## src/rtl/scr_pkg.sv

```systemverilog
package scr_pkg;
  localparam int CODE_W = 3;

  typedef enum logic [CODE_W-1:0] {
    RSP_NONE  = 3'd0,
    RSP_SHR   = 3'd1,
    RSP_EXC   = 3'd2,
    RSP_MOD   = 3'd3,
    RSP_RETRY = 3'd4,
    RSP_HOME  = 3'd5
  } rsp_code_e;

  localparam logic OP_READ = 1'b0;
  localparam logic OP_OWN  = 1'b1;

  function automatic logic code_holds(input logic [CODE_W-1:0] c);
    return (c == RSP_SHR) || (c == RSP_EXC) || (c == RSP_MOD);
  endfunction

  function automatic logic code_clean(input logic [CODE_W-1:0] c);
    return (c == RSP_SHR) || (c == RSP_EXC);
  endfunction

  function automatic logic code_sole(input logic [CODE_W-1:0] c);
    return (c == RSP_EXC) || (c == RSP_MOD);
  endfunction
endpackage

```

## src/rtl/scr_snoop_delay.sv

```systemverilog
module scr_snoop_delay #(
  parameter int LAT  = 3,
  parameter int TAGW = 2
) (
  input  logic            clk,
  input  logic            rst_n,
  input  logic            in_vld,
  input  logic [TAGW-1:0] in_tag,
  input  logic            in_op,
  output logic            out_vld,
  output logic [TAGW-1:0] out_tag,
  output logic            out_op
);
  logic            vld_q [LAT];
  logic [TAGW-1:0] tag_q [LAT];
  logic            op_q  [LAT];

  for (genvar g = 0; g < LAT; g++) begin : g_stage
    logic            vld_d;
    logic [TAGW-1:0] tag_d;
    logic            op_d;

    if (g == 0) begin : g_head
      always_comb begin
        vld_d = in_vld;
        tag_d = in_tag;
        op_d  = in_op;
      end
    end else begin : g_body
      always_comb begin
        vld_d = vld_q[g-1];
        tag_d = tag_q[g-1];
        op_d  = op_q[g-1];
      end
    end

    always_ff @(posedge clk or negedge rst_n) begin
      if (!rst_n) vld_q[g] <= 1'b0;
      else        vld_q[g] <= vld_d;
    end

    always_ff @(posedge clk) begin
      if (vld_d) begin
        tag_q[g] <= tag_d;
        op_q[g]  <= op_d;
      end
    end
  end

  assign out_vld = vld_q[LAT-1];
  assign out_tag = tag_q[LAT-1];
  assign out_op  = op_q[LAT-1];
endmodule

```

## src/rtl/scr_slot_store.sv

```systemverilog
module scr_slot_store import scr_pkg::*; #(
  parameter int NAG  = 4,
  parameter int TAGW = 2
) (
  input  logic                    clk,
  input  logic                    rst_n,
  input  logic                    lw_vld,
  input  logic [TAGW-1:0]         lw_tag,
  input  logic                    lw_op,
  input  logic [NAG*CODE_W-1:0]   lw_rsp,
  input  logic                    rw_vld,
  input  logic [TAGW-1:0]         rw_tag,
  input  logic [CODE_W-1:0]       rw_code,
  input  logic                    pop,
  output logic                    head_vld,
  output logic [TAGW-1:0]         head_tag,
  output logic                    head_op,
  output logic [NAG*CODE_W-1:0]   head_rsp,
  output logic                    head_rdone,
  output logic [CODE_W-1:0]       head_rcode
);
  localparam int NSLOT = 1 << TAGW;

  logic                  slot_op   [NSLOT];
  logic [NAG*CODE_W-1:0] slot_rsp  [NSLOT];
  logic [CODE_W-1:0]     slot_rc   [NSLOT];
  logic [TAGW-1:0]       order_q   [NSLOT];
  logic [NSLOT-1:0]      rdone_q, rdone_d;
  logic [TAGW-1:0]       wptr_q, wptr_d, rptr_q, rptr_d;
  logic [TAGW:0]         cnt_q, cnt_d;

  // order and slot bookkeeping, next state
  always_comb begin
    wptr_d = wptr_q;
    rptr_d = rptr_q;
    cnt_d  = cnt_q;
    if (lw_vld) wptr_d = wptr_q + 1'b1;
    if (pop)    rptr_d = rptr_q + 1'b1;
    case ({lw_vld, pop})
      2'b10:   cnt_d = cnt_q + 1'b1;
      2'b01:   cnt_d = cnt_q - 1'b1;
      default: cnt_d = cnt_q;
    endcase
    for (int s = 0; s < NSLOT; s++) begin
      rdone_d[s] = rdone_q[s];
      if (pop && (head_tag == TAGW'(s)))  rdone_d[s] = 1'b0;
      if (rw_vld && (rw_tag == TAGW'(s))) rdone_d[s] = 1'b1;
    end
  end

  always_ff @(posedge clk or negedge rst_n) begin
    if (!rst_n) begin
      wptr_q  <= '0;
      rptr_q  <= '0;
      cnt_q   <= '0;
      rdone_q <= '0;
    end else begin
      wptr_q  <= wptr_d;
      rptr_q  <= rptr_d;
      cnt_q   <= cnt_d;
      rdone_q <= rdone_d;
    end
  end

  // payload storage, written under explicit enables, no reset
  always_ff @(posedge clk) begin
    if (lw_vld) begin
      order_q[wptr_q]  <= lw_tag;
      slot_op[lw_tag]  <= lw_op;
      slot_rsp[lw_tag] <= lw_rsp;
    end
    if (rw_vld) slot_rc[rw_tag] <= rw_code;
  end

  assign head_vld   = (cnt_q != '0);
  assign head_tag   = order_q[rptr_q];
  assign head_op    = slot_op[head_tag];
  assign head_rsp   = slot_rsp[head_tag];
  assign head_rdone = rdone_q[head_tag];
  assign head_rcode = slot_rc[head_tag];
endmodule

```

## src/rtl/scr_merge.sv

```systemverilog
module scr_merge import scr_pkg::*; #(
  parameter int NAG = 4,
  parameter int AW  = 2
) (
  input  logic                  op,
  input  logic [NAG*CODE_W-1:0] rsp,
  input  logic [CODE_W-1:0]     rcode,
  input  logic                  use_rmt,
  output logic                  retry,
  output logic                  src_vld,
  output logic                  src_rmt,
  output logic [AW-1:0]         src_id,
  output logic [NAG-1:0]        inval,
  output logic [NAG-1:0]        demote,
  output logic                  shared
);
  logic              loc_retry, hit_mod, hit_cln, hit_home;
  logic [AW-1:0]     id_mod, id_cln, id_home;
  logic [NAG-1:0]    hold, sole;
  logic [CODE_W-1:0] c;
  logic              r_retry, r_mod, r_cln, r_home, r_hold;

  // scan agents from the top down so the lowest index is kept
  always_comb begin
    loc_retry = 1'b0;
    hit_mod   = 1'b0;
    hit_cln   = 1'b0;
    hit_home  = 1'b0;
    id_mod    = '0;
    id_cln    = '0;
    id_home   = '0;
    hold      = '0;
    sole      = '0;
    c         = '0;
    for (int i = NAG - 1; i >= 0; i--) begin
      c = rsp[i*CODE_W +: CODE_W];
      hold[i] = code_holds(c);
      sole[i] = code_sole(c);
      if (c == RSP_RETRY) loc_retry = 1'b1;
      if (c == RSP_MOD)  begin hit_mod  = 1'b1; id_mod  = AW'(i); end
      if (code_clean(c)) begin hit_cln  = 1'b1; id_cln  = AW'(i); end
      if (c == RSP_HOME) begin hit_home = 1'b1; id_home = AW'(i); end
    end
  end

  always_comb begin
    r_retry = use_rmt && (rcode == RSP_RETRY);
    r_mod   = use_rmt && (rcode == RSP_MOD);
    r_cln   = use_rmt && code_clean(rcode);
    r_home  = use_rmt && (rcode == RSP_HOME);
    r_hold  = use_rmt && code_holds(rcode);
  end

  always_comb begin
    retry   = loc_retry || r_retry;
    src_vld = 1'b0;
    src_rmt = 1'b0;
    src_id  = '0;
    inval   = '0;
    demote  = '0;
    shared  = 1'b0;
    if (!retry) begin
      if (hit_mod) begin
        src_vld = 1'b1; src_id = id_mod;
      end else if (r_mod) begin
        src_vld = 1'b1; src_rmt = 1'b1;
      end else if (hit_cln) begin
        src_vld = 1'b1; src_id = id_cln;
      end else if (r_cln) begin
        src_vld = 1'b1; src_rmt = 1'b1;
      end else if (hit_home) begin
        src_vld = 1'b1; src_id = id_home;
      end else if (r_home) begin
        src_vld = 1'b1; src_rmt = 1'b1;
      end
      if (op == OP_OWN) begin
        inval = hold;
      end else begin
        demote = sole;
        shared = (|hold) || r_hold;
      end
    end
  end
endmodule

```

## src/rtl/snoop_resp_combiner.sv

```systemverilog
module snoop_resp_combiner import scr_pkg::*; #(
  parameter int NAG  = 4,
  parameter int TAGW = 2,
  parameter int LAT  = 3
) (
  input  logic                  clk,
  input  logic                  rst_n,
  input  logic                  rmt_present,
  input  logic                  snp_vld,
  input  logic [TAGW-1:0]       snp_tag,
  input  logic                  snp_op,
  input  logic [NAG*3-1:0]      rsp_code,
  input  logic                  rmt_vld,
  input  logic [TAGW-1:0]       rmt_tag,
  input  logic [2:0]            rmt_code,
  output logic                  cmb_vld,
  output logic [TAGW-1:0]       cmb_tag,
  output logic                  cmb_op,
  output logic                  cmb_retry,
  output logic                  cmb_src_vld,
  output logic                  cmb_src_rmt,
  output logic [$clog2(NAG)-1:0] cmb_src_id,
  output logic [NAG-1:0]        cmb_inval,
  output logic [NAG-1:0]        cmb_demote,
  output logic                  cmb_shared
);
  localparam int AW = $clog2(NAG);

  // reset: asserted asynchronously, released after two clock edges
  logic [1:0] rst_sync_q;
  logic       rst_core_n;
  always_ff @(posedge clk or negedge rst_n) begin
    if (!rst_n) rst_sync_q <= 2'b00;
    else        rst_sync_q <= {rst_sync_q[0], 1'b1};
  end
  assign rst_core_n = rst_sync_q[1];

  logic                  arr_vld, arr_op;
  logic [TAGW-1:0]       arr_tag;
  logic                  rmt_wr;
  logic                  head_vld, head_op, head_rdone;
  logic [TAGW-1:0]       head_tag;
  logic [NAG*CODE_W-1:0] head_rsp;
  logic [CODE_W-1:0]     head_rcode;
  logic                  emit;
  logic                  m_retry, m_src_vld, m_src_rmt, m_shared;
  logic [AW-1:0]         m_src_id;
  logic [NAG-1:0]        m_inval, m_demote;

  scr_snoop_delay #(.LAT(LAT), .TAGW(TAGW)) u_dly (
    .clk     (clk),
    .rst_n   (rst_core_n),
    .in_vld  (snp_vld),
    .in_tag  (snp_tag),
    .in_op   (snp_op),
    .out_vld (arr_vld),
    .out_tag (arr_tag),
    .out_op  (arr_op)
  );

  assign rmt_wr = rmt_vld && rmt_present;

  scr_slot_store #(.NAG(NAG), .TAGW(TAGW)) u_store (
    .clk        (clk),
    .rst_n      (rst_core_n),
    .lw_vld     (arr_vld),
    .lw_tag     (arr_tag),
    .lw_op      (arr_op),
    .lw_rsp     (rsp_code),
    .rw_vld     (rmt_wr),
    .rw_tag     (rmt_tag),
    .rw_code    (rmt_code),
    .pop        (emit),
    .head_vld   (head_vld),
    .head_tag   (head_tag),
    .head_op    (head_op),
    .head_rsp   (head_rsp),
    .head_rdone (head_rdone),
    .head_rcode (head_rcode)
  );

  scr_merge #(.NAG(NAG), .AW(AW)) u_merge (
    .op      (head_op),
    .rsp     (head_rsp),
    .rcode   (head_rcode),
    .use_rmt (rmt_present),
    .retry   (m_retry),
    .src_vld (m_src_vld),
    .src_rmt (m_src_rmt),
    .src_id  (m_src_id),
    .inval   (m_inval),
    .demote  (m_demote),
    .shared  (m_shared)
  );

  assign emit = head_vld && (head_rdone || !rmt_present);

  // directive register
  always_ff @(posedge clk or negedge rst_core_n) begin
    if (!rst_core_n) cmb_vld <= 1'b0;
    else             cmb_vld <= emit;
  end

  always_ff @(posedge clk) begin
    if (emit) begin
      cmb_tag     <= head_tag;
      cmb_op      <= head_op;
      cmb_retry   <= m_retry;
      cmb_src_vld <= m_src_vld;
      cmb_src_rmt <= m_src_rmt;
      cmb_src_id  <= m_src_id;
      cmb_inval   <= m_inval;
      cmb_demote  <= m_demote;
      cmb_shared  <= m_shared;
    end
  end
endmodule

```

## config.mk

```make
export PLATFORM = sky130hd
export DESIGN_NAME = snoop_resp_combiner
export DESIGN_NICKNAME = d
export VERILOG_FILES = /design/src/rtl/scr_pkg.sv /design/src/rtl/scr_snoop_delay.sv /design/src/rtl/scr_slot_store.sv /design/src/rtl/scr_merge.sv /design/src/rtl/snoop_resp_combiner.sv
export SDC_FILE = /design/constraint.sdc
export NUM_CORES = 1
export LEC_CHECK = 0
export ABC_AREA = 1
export BUFFER_PORTS_ARGS = -buffer_cell sky130_fd_sc_hd__clkbuf_2
export CAP_MARGIN = 20
export CELL_PAD_IN_SITES_DETAIL_PLACEMENT = 0
export CELL_PAD_IN_SITES_GLOBAL_PLACEMENT = 1
export CORE_MARGIN = 2
export CORE_UTILIZATION = 51
export DETAILED_ROUTE_END_ITERATION = 8
export PLACE_DENSITY = 0.93
export SYNTH_ARGS = -nofsm -noshare
export SYNTH_HDL_FRONTEND = slang
export SYNTH_HIERARCHICAL = 1
export SYNTH_SLANG_ARGS = --single-unit
```

## constraint.sdc

```tcl
create_clock -name clk -period 1.22 [get_ports clk]
set_clock_uncertainty 0.2 [all_clocks]
set_input_delay 0.061 -clock clk [delete_from_list [all_inputs] [get_ports clk]]
set_output_delay 0.061 -clock clk [all_outputs]
set_load 0.01 [all_outputs]
```

==> impl_results.rst, run 1 <==
.. list-table::
   :header-rows: 1

   * - Metric
     - Value
   * - Total number of placement rows
     - 36
   * - Cell repeated most along the worst path
     - nand2_2
   * - Level count of the clock H-tree
     - 4
   * - Setup repair after global routing missed its margin
     - yes
   * - Number of buffers inserted for hold repair after clock tree synthesis
     - 25
   * - Maximum fanout count along the critical path
     - 5
   * - Setup violations, final
     - 125
   * - CTS buffer count
     - 17
   * - Top-level port count
     - 43
   * - Kind of capture point of the worst setup path
     - flop
   * - LEAKAGE
     - 3.612 nW
   * - Max-Cap Viols
     - 0
   * - Root Driver
     - clkbuf_8
   * - TritonCTS sink count
     - ~120
   * - Number of buffers on the longest clock path
     - 2
   * - Count of endpoints failing hold in the final timing report
     - 1
   * - Post-synthesis instance total
     - 493
   * - Total wire length after detailed routing
     - 16.64 mm
   * - Largest net degree at the start of global routing
     - 20
   * - Result of the run
     - finished with violations
   * - Post-placement cell count
     - 727
   * - Global-route wire length before repair
     - about 21 mm
   * - Estimated wirelength of the detail-placed design
     - 7.391 mm
   * - Sort of element at the start of the critical path
     - flop
   * - Violations in the final reports
     - hold timing, setup timing
   * - Worst EP arrival
     - just under 3 ns
   * - Global Route met1 Usage
     - 29.98%
   * - Family of cells with the greatest summed delay on the critical path
     - simple AND/OR/NAND/NOR gates
   * - Average detailed-routed wire length per instance
     - 20.05 um
   * - Layout Nets
     - 715
   * - Share of post-route cells with drive strength above 1
     - 46.05%
   * - Max Freq
     - about 0.36 GHz
   * - Commonest non-fill, non-tap cell in the layout
     - nand2_1
   * - Syn nets
     - 524
   * - Largest incremental delay on the critical path
     - 0.46 ns
   * - Post-layout worst setup margin
     - -1.535 ns
   * - Routing layer with the top usage in global route
     - met2
   * - Met2 Usage GRT
     - between 40% and 50%
   * - Number of warnings reported in the yosys synthesis log
     - 6
   * - CTS tree
     - yes
   * - Quantity of I/O buffers inserted on ports
     - 42
   * - Final global-route overflow total
     - 0
   * - Die X-Extent
     - 105.1 um
   * - Post-Syn Area per Cell
     - 10.57 sq um
   * - Antenna violations before repair
     - 0
   * - Routed vias
     - 4610
   * - Highest ir drop seen on vdd
     - 1.565 mV
   * - Final Max Slew Viols
     - 0
   * - Clk slew on worst S/H paths
     - 0.06 ns
   * - Clock latency at the later pin of the worst-skew pair
     - 0.51 ns
   * - Sequential-to-total area share from yosys stat
     - ~65%
   * - Full die area
     - 0.01104 sq mm
   * - Crit share post-route
     - 225.9%
   * - Vias per Instance
     - 5.554
   * - Buffers plus inverters on the worst setup path
     - 5
   * - Post-synth design cell area
     - 0.005210 sq mm
   * - Crit-path cells
     - buf_4, buf_4, nand2_2, nand2_1, nand2_2, nand2_4, buf_12, nand2_1, nand2_2, buf_4, nand3_1, nand2_1, inv_2, nand2_2, nor2_4, nand2_4, nor3_4
   * - Die H
     - approximately 110 um
   * - Number of synthesized register bits
     - 115
   * - DRC violations left
     - 0
   * - Gp weighted congestion
     - about 0.82
   * - Total GRT Usage
     - ~26%
   * - Final Instance Count excl. Fillers
     - 830
   * - Worst path required time
     - 1.36 ns
   * - Kind of critical path
     - flop to flop
   * - Highest-delay cell along the critical path
     - dfrtp_2
   * - Commonest non-fill, non-tap cells in the layout
     - nand2_1 (129), edfxtp_1 (98), buf_4 (72)
   * - Total non-filler cell area in the finished layout
     - 0.008120 sq mm
   * - Core area
     - around 0.0099 sq mm
   * - Hold_ws
     - -0.02669 ns
   * - Post-route minimum period
     - 2.755 ns
   * - Initial Utilization
     - 52.82%
   * - Vias in the first global route
     - 4273
   * - First-pass iteration count of the detailed router
     - 8
   * - Area of placed instances
     - 0.006213 sq mm
   * - First DRT Iteration DRCs
     - about 560
   * - Antenna Diode Count
     - 0
   * - Pwr/cell area
     - 3355 mW/mm^2
   * - Met3 GRT Util
     - 4.803%
   * - Area growth syn-to-layout
     - 55.86%
   * - HP Class
     - primary input to flop
   * - Count of cell types in the netlist
     - 33
   * - Remaining antenna violation count
     - 0
==> metal layers <==
| metal | part of all wire [%] | up-vias | routed length [um] |
|---|---|---|---|
| met1 | 35 | 2154 | 5899 |
| met4 | 5.1 | 0 | 857 |
| li1 | - | 2029 | - |
| met2 | 51 | 343 | 8436 |
| met5 | 0 | - | 0 |
| met3 | 8.7 | 84 | 1449 |
==> final timing paths <==
kind	from	endpoint	slack [ns]	depth (start not counted)
max	u_store/rptr_q[0]$_DFFE_PN0P_	cmb_demote[0]$_DFFE_PP_	-1.54	17
min	rmt_present	cmb_vld$_DFF_PN0_	-0.03	4
max reg2reg	u_store/rptr_q[0]$_DFFE_PN0P_	cmb_demote[0]$_DFFE_PP_	-1.54	17
min reg2reg	rst_sync_q[0]$_DFF_PN0_	rst_sync_q[1]$_DFF_PN0_	0.17	0
max in group asynchronous	rst_sync_q[1]$_DFF_PN0_	u_store/rptr_q[0]$_DFFE_PN0P_	0.12	2
min in group asynchronous	rst_n	rst_sync_q[0]$_DFF_PN0_	0.21	3
==> cell type report <==
| type | instances | area (sq um) |
|---|---|---|
| Clock buffer | 22 | 462.9 |
| Clock inverter | 10 | 202.7 |
| Fill cell | 469 | 1744 |
| Inverter | 47 | 188.9 |
| Multi-Input combinational cell | 319 | 1982 |
| Sequential cell | 115 | 3372 |
| Tap cell | 133 | 166.4 |
| Timing Repair Buffer | 184 | 1745 |
==> cells by family (layout without fill, tap and decap cells) <==
kind of cell | after synthesis | in the layout | share of synthesized area (%)
other | 1 | 1 | 0.07198
AOI/OAI and AO/OA | 14 | 14 | 1.441
adders and majority gates | 6 | 6 | 1.585
buffers and inverters | 61 | 263 | 5.788
and+or+nand+nor | 291 | 293 | 25.62
DFF | 115 | 115 | 64.65
xor gates and xnor gates | 5 | 5 | 0.8405
==> through the flow <==
| stage | setup TNS (ns) | util (%) | setup slack, ns | power [mW] |
|---|---|---|---|---|
| 2_1_floorplan | -60.78 | - | -1.625 | 12.48 |
| 3_3_place_gp | -61.88 | 62.99 | -1.316 | 16.00 |
| 3_5_place_dp | -66.23 | 62.99 | -1.374 | 16.26 |
| 4_1_cts | -65.93 | 78.09 | -1.318 | 24.39 |
| 5_1_grt | -81.63 | 82.32 | -1.629 | 28.45 |
| 6_report | -75.20 | 82.32 | -1.535 | 27.24 |
==> registers in the layout (all words and copies together) (netlist names), 3 cells and up <==
name,flops
cmb_demote,4
cmb_inval,4
u_dly/op_q,3
u_dly/tag_q,6
u_store/cnt_q,3
u_store/order_q,8
u_store/rdone_q,4
u_store/slot_op,4
u_store/slot_rc,12
u_store/slot_rsp,48
==> where the power goes <==
group	total (mW)	leakage, nW	internal (mW)	switching, mW
Clock	5.65	0.327	3.89	1.76
Sequential	5.73	1.12	5.30	0.429
Combinational	15.9	2.16	7.01	8.85
==> worst min-delay path: stages <==
cell	delay, ns
clkbuf_2	0.18
a21oi_4	0.10
buf_6	0.14
buf_16	0.14
==> cells in the mapped netlist <==
| cell type | n | area, sq um |
|---|---|---|
| nand2_1 | 166 | 623.1 |
| edfxtp_1 | 98 | 2943 |
| nand3_1 | 56 | 280.3 |
| inv_1 | 42 | 157.7 |
| nand2_2 | 24 | 150.1 |
| nor2_1 | 24 | 90.09 |
| dfrtp_1 | 17 | 425.4 |
| nor3_1 | 9 | 45.04 |
| a21oi_1 | 6 | 30.03 |
| buf_2 | 6 | 30.03 |
| ha_1 | 5 | 62.56 |
| nor3_2 | 5 | 50.05 |
| o21ai_0 | 5 | 25.02 |
| inv_2 | 4 | 15.01 |
| xor2_1 | 4 | 35.03 |
| buf_4 | 3 | 22.52 |
| buf_12 | 2 | 40.04 |
| nand3_4 | 2 | 35.03 |
| a21oi_2 | 1 | 8.760 |
| a31oi_1 | 1 | 6.260 |
| buf_6 | 1 | 11.26 |
| buf_8 | 1 | 15.01 |
| clkbuf_1 | 1 | 3.750 |
| conb_1 | 1 | 3.750 |
| fa_1 | 1 | 20.02 |
| inv_4 | 1 | 6.260 |
| nand2_4 | 1 | 11.26 |
| nand2_8 | 1 | 20.02 |
| nand4_1 | 1 | 6.260 |
| nand4_2 | 1 | 12.51 |
| nor2_4 | 1 | 11.26 |
| o21ai_1 | 1 | 5.000 |
| xnor2_1 | 1 | 8.760 |
==> timing repair <==
action	4_1_cts	5_1_grt
buffers inserted	18	21
cloned	9	3
setup endpoints to repair	120	148
pin swaps	9	16
gates resized for setup	65	67
endpoints found under the hold margin	99	1
Power figures use the tool's default switching activity.
==> inputs of run 2 (changes only) <==
--- a/config.mk
+++ b/config.mk
@@ -5,15 +5,15 @@
 export SDC_FILE = /design/constraint.sdc
 export NUM_CORES = 1
 export LEC_CHECK = 0
-export ABC_AREA = 1
 export BUFFER_PORTS_ARGS = -buffer_cell sky130_fd_sc_hd__clkbuf_2
 export CAP_MARGIN = 20
 export CELL_PAD_IN_SITES_DETAIL_PLACEMENT = 0
 export CELL_PAD_IN_SITES_GLOBAL_PLACEMENT = 1
 export CORE_MARGIN = 2
-export CORE_UTILIZATION = 51
+export CORE_UTILIZATION = 54
 export DETAILED_ROUTE_END_ITERATION = 8
-export PLACE_DENSITY = 0.93
+export PLACE_DENSITY = 0.92
+export RECOVER_POWER = 100
 export SYNTH_ARGS = -nofsm -noshare
 export SYNTH_HDL_FRONTEND = slang
 export SYNTH_HIERARCHICAL = 1
==> run 2 against run 1 <==
Effect of this change:
- the flow finishes with violations (setup timing)
- total power decreased by 25%
- critical path depth is 4 lower
- utilization shrank 1.1 points
- synthesized cell count fell by 40%
- sequential power down 3%
- worst setup slack worse by 0.42 ns
- global-route usage rose by 0.18 points
- sequential share of layout area rose by 6.3 points
- register-to-register slack worse by 0.42 ns
==> impl_results.rst, run 2 <==
.. list-table::
   :header-rows: 1

   * - Metric
     - Value
   * - Basic-gate share of the synthesized area counting and, or, nand and nor cells
     - 9.053% (-17 points)
   * - Setup slack of the worst register-to-register path
     - -1.95 ns (-0.42 ns)
   * - Maximum fanout count along the critical path
     - 4 (-1)
   * - Total non-filler cell area in the finished layout
     - 0.007048 sq mm (-13%)
   * - Clk slew on worst S/H paths
     - 0.06 ns (about the same)
   * - Initial Utilization
     - 55.42% (+2.6 points)
   * - Beginning of the worst hold path
     - rmt_present
   * - Buffers plus inverters on the worst setup path
     - 4 (-1)
   * - Post-synthesis instance total
     - 297 (-40%)
   * - Number of buffers on the longest clock path
     - 2 (unchanged)
   * - Crit share post-route
     - 260.1% (+34 points)
   * - Path depth of the worst reg2reg path
     - 13 (-4)
   * - Post-Syn Area per Cell
     - 16.19 sq um (+53%)
   * - Vias in the first global route
     - 3491 (-18%)
   * - Worst r2r src
     - u_store/rptr_q[0]$_DFFE_PN0P_
   * - Average detailed-routed wire length per instance
     - 22.49 um (+12%)
   * - Number of flops mapped to enable cells by yosys
     - 98 (unchanged)
   * - CTS buffer count
     - 17 (unchanged)
   * - Commonest non-fill, non-tap cell in the layout
     - edfxtp_1
   * - Hold_ws
     - 0.02825 ns (+0.05494 ns)
   * - Sort of element at the start of the critical path
     - flop
   * - Total GRT Usage
     - 26.08% (+0.18 points)
   * - Post-layout worst setup margin
     - -1.954 ns (-0.4183 ns)
   * - Routing layer with the top usage in global route
     - met2
   * - Area of placed instances
     - 0.005684 sq mm (-8.5%)
   * - Full die area
     - 0.009678 sq mm (-12%)
   * - Largest family of logic cells by synthesized area
     - multiplexers
   * - Largest incremental delay on the critical path
     - 0.63 ns (+0.17 ns)
   * - Met2 Usage GRT
     - 45.84% (-0.96 points)
   * - Setup violations, final
     - 129 (+3.2%)
   * - HP Class
     - primary input to flop
   * - Total number of placement rows
     - 34 (-5.6%)
   * - Most common flop cell mapped by yosys
     - edfxtp_1
   * - Vias per Instance
     - 5.782 (+4.1%)
   * - Reg2Reg Capture Point
     - u_store/cnt_q[2]$_DFFE_PN0P_
   * - Count of endpoints failing hold in the final timing report
     - 0 (-1)
   * - Core area
     - 0.008678 sq mm (-12%)
   * - Cells on Worst Hold Path
     - 4 (unchanged)
   * - Accumulated negative setup slack
     - -87.30 ns (-12.10 ns)
   * - Multi-input gate area in the final layout
     - 0.001647 sq mm (-17%)
   * - Kind of critical path
     - flop to flop
   * - Root Driver
     - clkbuf_8
   * - Kind of capture point of the worst setup path
     - flop
   * - Number of synthesized register bits
     - 115 (unchanged)
   * - Sink of the worst hold path
     - cmb_shared$_DFFE_PP_
   * - Family of cells with the greatest summed delay on the critical path
     - multiplexers
   * - First DRT Iteration DRCs
     - 258 (-54%)
   * - Commonest non-fill, non-tap cells in the layout
     - edfxtp_1 (98), buf_4 (49), mux2i_1 (34)
   * - Area growth syn-to-layout
     - 46.54%
   * - Sequential-to-total area share from yosys stat
     - 70.03% (+5.4 points)
   * - Post-synthesis xor/xnor area fraction
     - 1.821% (+0.98 points)
   * - Leading cell types by total area after synthesis
     - edfxtp_1 (61%), mux2i_1 (11%), dfrtp_1 (8.8%)
   * - Met3 GRT Util
     - 5.154% (+0.35 points)
   * - Total wire length after detailed routing
     - 13.00 mm (-22%)
   * - CTS tree
     - yes
   * - Antenna violations before repair
     - 0 (unchanged)
   * - Library cell occupying the most area in the post-synthesis netlist
     - edfxtp_1
   * - Worst path required time
     - 1.45 ns (+0.09 ns)
   * - Final Max Slew Viols
     - 0 (unchanged)
   * - Global Route met1 Usage
     - 30.26% (+0.28 points)
   * - Routed vias
     - 3342 (-28%)
   * - Setup repair after global routing missed its margin
     - yes
   * - Highest-delay cell along the critical path
     - mux4_2
   * - DRC violations left
     - 0 (unchanged)
   * - Post-synth design cell area
     - 0.004810 sq mm (-7.7%)
   * - Max-Cap Viols
     - 0 (unchanged)
   * - Level count of the clock H-tree
     - 4 (unchanged)
   * - Synth async-reset ratio
     - 14.78% (unchanged)
   * - Count of cell types in the netlist
     - 46 (+39%)
   * - Synthesized-area fraction occupied by adder cells
     - 1.717% (+0.13 points)
   * - LEAKAGE
     - 2.808 nW (-22%)
   * - Share of the synthesized area in the top cell type
     - 61.19% (+4.7 points)
   * - Antenna Diode Count
     - 0 (unchanged)
   * - Area taken by flip-flops and latches
     - 0.003369 sq mm (about the same)
   * - Clock latency at the later pin of the worst-skew pair
     - 0.51 ns (about the same)
   * - Register bank with the most flops
     - u_store/slot_rsp
   * - Pwr/cell area
     - 2902 mW/mm^2 (-13%)
   * - Estimated wirelength of the detail-placed design
     - 6.288 mm (-15%)
   * - Final total power
     - 20.45 mW (-25%)
   * - Biggest regs
     - u_store/slot_rsp (48), u_store/slot_rc (12), u_store/order_q (8)
   * - Max Freq
     - 0.3151 GHz (-13%)
   * - First-pass iteration count of the detailed router
     - 5 (-3)
   * - Die X-Extent
     - 98.38 um (-6.4%)
   * - List of most frequent post-synthesis cells
     - edfxtp_1 (98), mux2i_1 (52), dfrtp_1 (17)
   * - Crit-path cells
     - mux4_2, buf_4, buf_4, mux2i_1, mux2i_1, inv_1, a21boi_4, ha_4, inv_2, fa_2, xor2_1, nor2_1, xor2_1
   * - Syn nets
     - 328 (-37%)
   * - Post-route minimum period
     - 3.174 ns (+0.4183 ns)
   * - Layout Nets
     - 488 (-32%)
   * - TritonCTS sink count
     - 115 (unchanged)
   * - Quantity of I/O buffers inserted on ports
     - 42 (unchanged)
   * - Top-level port count
     - 43 (unchanged)
   * - Largest net degree at the start of global routing
     - 25 (+25%)
   * - Filler instances
     - 428 (-8.7%)
   * - Share of post-route cells with drive strength above 1
     - 41.28% (-4.8 points)
   * - Final global-route overflow total
     - 0 (unchanged)
   * - Mux contribution to synthesized area
     - 11.76% (+12 points)
   * - Synth Area in Compound Gates
     - 3.694% (+2.3 points)
   * - Remaining antenna violation count
     - 0 (unchanged)
   * - Die H
     - 98.38 um (-6.4%)
   * - Number of buffers inserted for hold repair after clock tree synthesis
     - 27 (+8.0%)
   * - Global-route wire length before repair
     - 18.71 mm (-13%)
   * - Result of the run
     - finished with violations
   * - Violations in the final reports
     - setup timing
   * - Max reg flops
     - 48 (unchanged)
   * - Highest ir drop seen on vdd
     - 1.850 mV (+18%)
   * - Most common cell in the netlist
     - edfxtp_1
   * - Worst EP arrival
     - 3.40 ns (+0.50 ns)
   * - Number of warnings reported in the yosys synthesis log
     - 6 (unchanged)
   * - Gp weighted congestion
     - 0.9050 (+10%)
[run 2: changes by cell type in the layout (fill, tap and decap cells not counted), sizes merged, moves of 11 or more]
cell   before  now
inv        46   11
nand2     194    6
nand3      58    4
nor3       14    2
nor2       25   14
mux2i       0   52
buf       114   73
[run 2: worst max-delay path by stage]
| stage | endpoint | start | cells after the start |
|---|---|---|---|
| finish | u_store/cnt_q[2]$_DFFE_PN0P_ | u_store/rptr_q[0]$_DFFE_PN0P_ | 13 |
| global route | u_store/cnt_q[2]$_DFFE_PN0P_ | u_store/rptr_q[0]$_DFFE_PN0P_ | 13 |
| CTS | cmb_src_id[1]$_DFFE_PP_ | u_store/rptr_q[0]$_DFFE_PN0P_ | 10 |
| detailed placement | cmb_src_id[1]$_DFFE_PP_ | u_store/rptr_q[0]$_DFFE_PN0P_ | 9 |
| global placement | cmb_src_id[0]$_DFFE_PP_ | u_store/rptr_q[0]$_DFFE_PN0P_ | 9 |
| floorplan | u_store/cnt_q[2]$_DFFE_PN0P_ | u_store/rptr_q[0]$_DFFE_PN0P_ | 12 |
[run 2: kinds of logic after synthesis]
kind of cell    after synthesis
flops                       115
other cells                   1
simple gates                 68
xor+xnor                     10
compound gates               26
fa+ha+maj                     6
mux                          54
buf+inv                      17
[run 2: worst min-delay path: cells and delay by family]
family,cells,cell delay [ns]
buffers and inverters,1,0.13
AO/OA/AOI/OAI,2,0.19
AND/OR/NAND/NOR,1,0.18
[run 2: cell type report]
class | instances | share of cell area [%]
clock inverter | 13 | 2.947
tap | 108 | 1.917
sequential | 115 | 47.81
clock buffer | 19 | 5.983
inverter | 10 | 0.6036
timing repair buffer | 147 | 17.38
multi-input combinational | 166 | 23.36
[run 2: where the power goes]
part           switching (mW)  internal [mW]
Clock                    1.76           3.52
Sequential              0.335           5.22
Combinational            4.77           4.85
Total                    6.86           13.6
[run 2: through the flow]
stage,utilization (%),instances,setup WS [ns]
after global routing,81.21,578,-2.041
after floorplan,-,297,-2.000
after global placement,65.50,499,-1.676
final,81.21,578,-1.954
after detailed placement,65.50,499,-1.785
after CTS,79.50,572,-1.764
[run 2: per-layer routing]
metal | part of all wire [%] | vias to the layer above
met5 | 0 | -
li1 | - | 1458
met3 | 6.5 | 42
met2 | 55 | 197
met1 | 36 | 1645
met4 | 3.1 | 0
[run 2: timing repair]
action,CTS,global route
endpoints found under the hold margin,94,1
buffers inserted,14,8
resized for setup,47,29
setup endpoints to repair,123,131
gates cloned,2,1
pin swaps,8,4
==> inputs of run 3 (changes only) <==
--- a/config.mk
+++ b/config.mk
@@ -10,9 +10,10 @@
 export CELL_PAD_IN_SITES_DETAIL_PLACEMENT = 0
 export CELL_PAD_IN_SITES_GLOBAL_PLACEMENT = 1
 export CORE_MARGIN = 2
-export CORE_UTILIZATION = 54
+export CORE_UTILIZATION = 56
+export CTS_BUF_LIST = sky130_fd_sc_hd__clkbuf_2 sky130_fd_sc_hd__clkbuf_4 sky130_fd_sc_hd__clkbuf_8
 export DETAILED_ROUTE_END_ITERATION = 8
-export PLACE_DENSITY = 0.92
+export PLACE_DENSITY = 0.95
 export RECOVER_POWER = 100
 export SYNTH_ARGS = -nofsm -noshare
 export SYNTH_HDL_FRONTEND = slang
==> run 3 against run 2 <==
Effect of this change:
- combinational power rose by 3.2%
- highest routed layer unchanged
- worst setup slack improved by 0.042 ns
- sequential power barely moved
- the flow finishes with violations (hold timing, setup timing)
- first-iteration DRC count is 17% higher
- count of clock-buffer cells in the layout shrank 2
- final cell count increased by 1.2%
- hold slack got worse by 0.031 ns
==> impl_results.rst, run 3 (synthesis gave the netlist of run 2 again) <==
.. list-table::
   :header-rows: 1

   * - Metric
     - Value
   * - Highest-delay cell along the critical path
     - mux4_2
   * - Biggest regs
     - u_store/slot_rsp (48), u_store/slot_rc (12), u_store/order_q (8)
   * - Final global-route overflow total
     - 0 (unchanged)
   * - Kind of capture point of the worst setup path
     - flop
   * - Beginning of the worst hold path
     - rmt_present
   * - Die X-Extent
     - 96.68 um (-1.7%)
   * - Worst setup path startpoint
     - u_store/rptr_q[0]$_DFFE_PN0P_
   * - Setup violations, final
     - 108 (-16%)
   * - Vias per Instance
     - 5.839 (+0.99%)
   * - Final Max Slew Viols
     - 0 (unchanged)
   * - Buffers plus inverters on the worst setup path
     - 2 (-2)
   * - Initial Utilization
     - 58.24% (+2.8 points)
   * - Root Driver
     - clkbuf_8
   * - Largest net degree at the start of global routing
     - 25 (unchanged)
   * - Worst EP arrival
     - 3.29 ns (-0.11 ns)
   * - Commonest non-fill, non-tap cells in the layout
     - edfxtp_1 (98), buf_4 (55), mux2i_1 (35)
   * - Layout Nets
     - 498 (+2.0%)
   * - Commonest non-fill, non-tap cell in the layout
     - edfxtp_1
   * - Violations in the final reports
     - hold timing, setup timing
   * - Area taken by flip-flops and latches
     - 0.003369 sq mm (unchanged)
   * - LEAKAGE
     - 2.797 nW (-0.38%)
   * - Register bank with the most flops
     - u_store/slot_rsp
   * - Estimated wirelength of the detail-placed design
     - 6.248 mm (-0.65%)
   * - Total GRT Usage
     - 25.49% (-0.59 points)
   * - Crit-path cells
     - mux4_2, mux2i_1, mux2i_1, inv_1, a21boi_4, ha_4, inv_2, fa_2, xor2_1, nor2_1, xor2_1
   * - Antenna violations before repair
     - 0 (unchanged)
   * - Final Instance Count excl. Fillers
     - 585 (+1.2%)
   * - Worst path required time
     - 1.38 ns (-0.07 ns)
   * - Clock latency at the later pin of the worst-skew pair
     - 0.44 ns (-0.07 ns)
   * - Post-placement cell count
     - 497 (-0.40%)
   * - Max reg flops
     - 48 (unchanged)
   * - Filler instances
     - 365 (-15%)
   * - Top-level port count
     - 43 (unchanged)
   * - Post-layout worst setup margin
     - -1.912 ns (+0.04179 ns)
   * - Slew headroom
     - between 50% and 60%
   * - Post-route core utilization
     - 84.83% (+3.6 points)
   * - Global-route wire length before repair
     - 18.01 mm (-3.7%)
   * - Clk slew on worst S/H paths
     - 0.08 ns (+0.02 ns)
   * - Multi-input gate area in the final layout
     - 0.001687 sq mm (+2.4%)
   * - Crit share post-route
     - 256.7% (-3.4 points)
   * - First-pass iteration count of the detailed router
     - 5 (unchanged)
   * - Die H
     - 96.68 um (-1.7%)
   * - Number of buffers on the longest clock path
     - 2 (unchanged)
   * - CTS buffer count
     - 17 (unchanged)
   * - Area growth syn-to-layout
     - 45.66%
   * - Core area
     - 0.008258 sq mm (-4.8%)
   * - Post-route minimum period
     - 3.132 ns (-0.04179 ns)
   * - Level count of the clock H-tree
     - 4 (unchanged)
   * - Gp weighted congestion
     - 0.9105 (+0.61%)
   * - Average detailed-routed wire length per instance
     - 22.58 um (+0.40%)
   * - Setup repair after global routing missed its margin
     - yes
   * - Max Freq
     - 0.3193 GHz (+1.3%)
   * - TritonCTS sink count
     - 115 (unchanged)
   * - Remaining antenna violation count
     - 0 (unchanged)
   * - DRC violations left
     - 0 (unchanged)
   * - Vias in the first global route
     - 3378 (-3.2%)
   * - Max-Cap Viols
     - 0 (unchanged)
   * - Share of post-route cells with drive strength above 1
     - 44.17% (+2.9 points)
   * - Sort of element at the start of the critical path
     - flop
   * - HP Class
     - primary input to flop
   * - Maximum fanout count along the critical path
     - 6 (+2)
   * - First DRT Iteration DRCs
     - 303 (+17%)
   * - Hold_ws
     - -0.003021 ns (-0.03127 ns)
   * - Largest incremental delay on the critical path
     - 0.67 ns (+0.04 ns)
   * - Transition time at the pin with the least slew margin
     - roughly 0.63 ns
   * - Worst r2r src
     - u_store/rptr_q[0]$_DFFE_PN0P_
   * - CTS tree
     - yes
   * - Quantity of I/O buffers inserted on ports
     - 42 (unchanged)
   * - Highest ir drop seen on vdd
     - 1.459 mV (-21%)
   * - Total number of placement rows
     - 33 (-2.9%)
   * - Count of endpoints failing hold in the final timing report
     - 1 (+1)
   * - Antenna Diode Count
     - 0 (unchanged)
   * - Full die area
     - 0.009346 sq mm (-3.4%)
   * - Routed vias
     - 3416 (+2.2%)
   * - Result of the run
     - finished with violations
   * - Family of cells with the greatest summed delay on the critical path
     - multiplexers
   * - Total wire length after detailed routing
     - 13.21 mm (+1.6%)
   * - Kind of critical path
     - flop to flop
   * - Pwr/cell area
     - 2773 mW/mm^2 (-4.5%)
-- run 3: changes by cell type in the layout (fill, tap and decap cells not counted), sizes merged --
cell / delta
clkinv: +1
dlygate4sd3: -3
inv: +2
bufinv: -1
buf: +14
clkbuf: -3
-- run 3: area by class of cell --
cell class / count / area share (%)
clock buffers: 17 / 3.340
repair buffers: 157 / 19.09
inverters: 10 / 0.6073
well taps: 105 / 1.875
clock inverters: 15 / 2.911
multi-input cells: 166 / 24.08
flip-flops and latches: 115 / 48.10
-- run 3: final timing paths --
check | slack [ns] | to | cells past startpoint
setup / recovery | -1.91 | u_store/cnt_q[2]$_DFFE_PN0P_ | 11
hold / removal | -0.003 | cmb_vld$_DFF_PN0_ | 3
setup reg to reg | -1.91 | u_store/cnt_q[2]$_DFFE_PN0P_ | 11
hold reg to reg | 0.17 | u_store/cnt_q[0]$_DFFE_PN0P_ | 1
max in group asynchronous | 0.12 | u_dly/out_vld$_DFF_PN0_ | 1
min in group asynchronous | 0.17 | u_store/cnt_q[0]$_DFFE_PN0P_ | 1
-- run 3: tightest hold or removal path: stages --
cell and delay, ns:
clkbuf_2 0.17, a21boi_4 0.09, buf_4 0.23
-- run 3: through the flow --
stage	hold WS [ns]	cell area [sq um]	setup WS (ns)	TNS (ns)	power (mW)
after floorplan	-0.4346	4930	-2.000	-71.97	10.16
after global placement	-0.3528	5713	-1.715	-69.36	12.77
after detailed placement	-0.3522	5713	-1.765	-71.84	13.00
after CTS	-0.007179	6744	-1.777	-74.03	18.14
after global routing	0.02195	7005	-2.079	-99.83	20.19
final	-0.003021	7005	-1.912	-94.90	19.42
-- run 3: repair_timing --
item,in CTS,in global routing
resized for setup,41,44
gates cloned,3,3
setup endpoints to repair,107,122
hold endpoints to repair,91,0
pin swaps,9,18
buffers inserted,14,15
hold buffers,24,0
-- run 3: routing by layer --
| layer | track usage [%] | part of all wire (%) | wire [um] |
|---|---|---|---|
| met1 | 30.25 | 38 | 4985 |
| met2 | 45.14 | 54 | 7151 |
| met3 | 5.564 | 4.9 | 643 |
| met4 | 10.29 | 3.2 | 429 |
| met5 | 0 | 0 | 0 |
-- run 3: power by group --
part	internal, mW	total (mW)	switching, mW	leakage, nW
Combinational	5.06	9.93	4.87	1.46
Sequential	5.21	5.53	0.318	1.12
Clock	2.24	3.96	1.72	0.211
Total	12.5	19.4	6.92	2.80
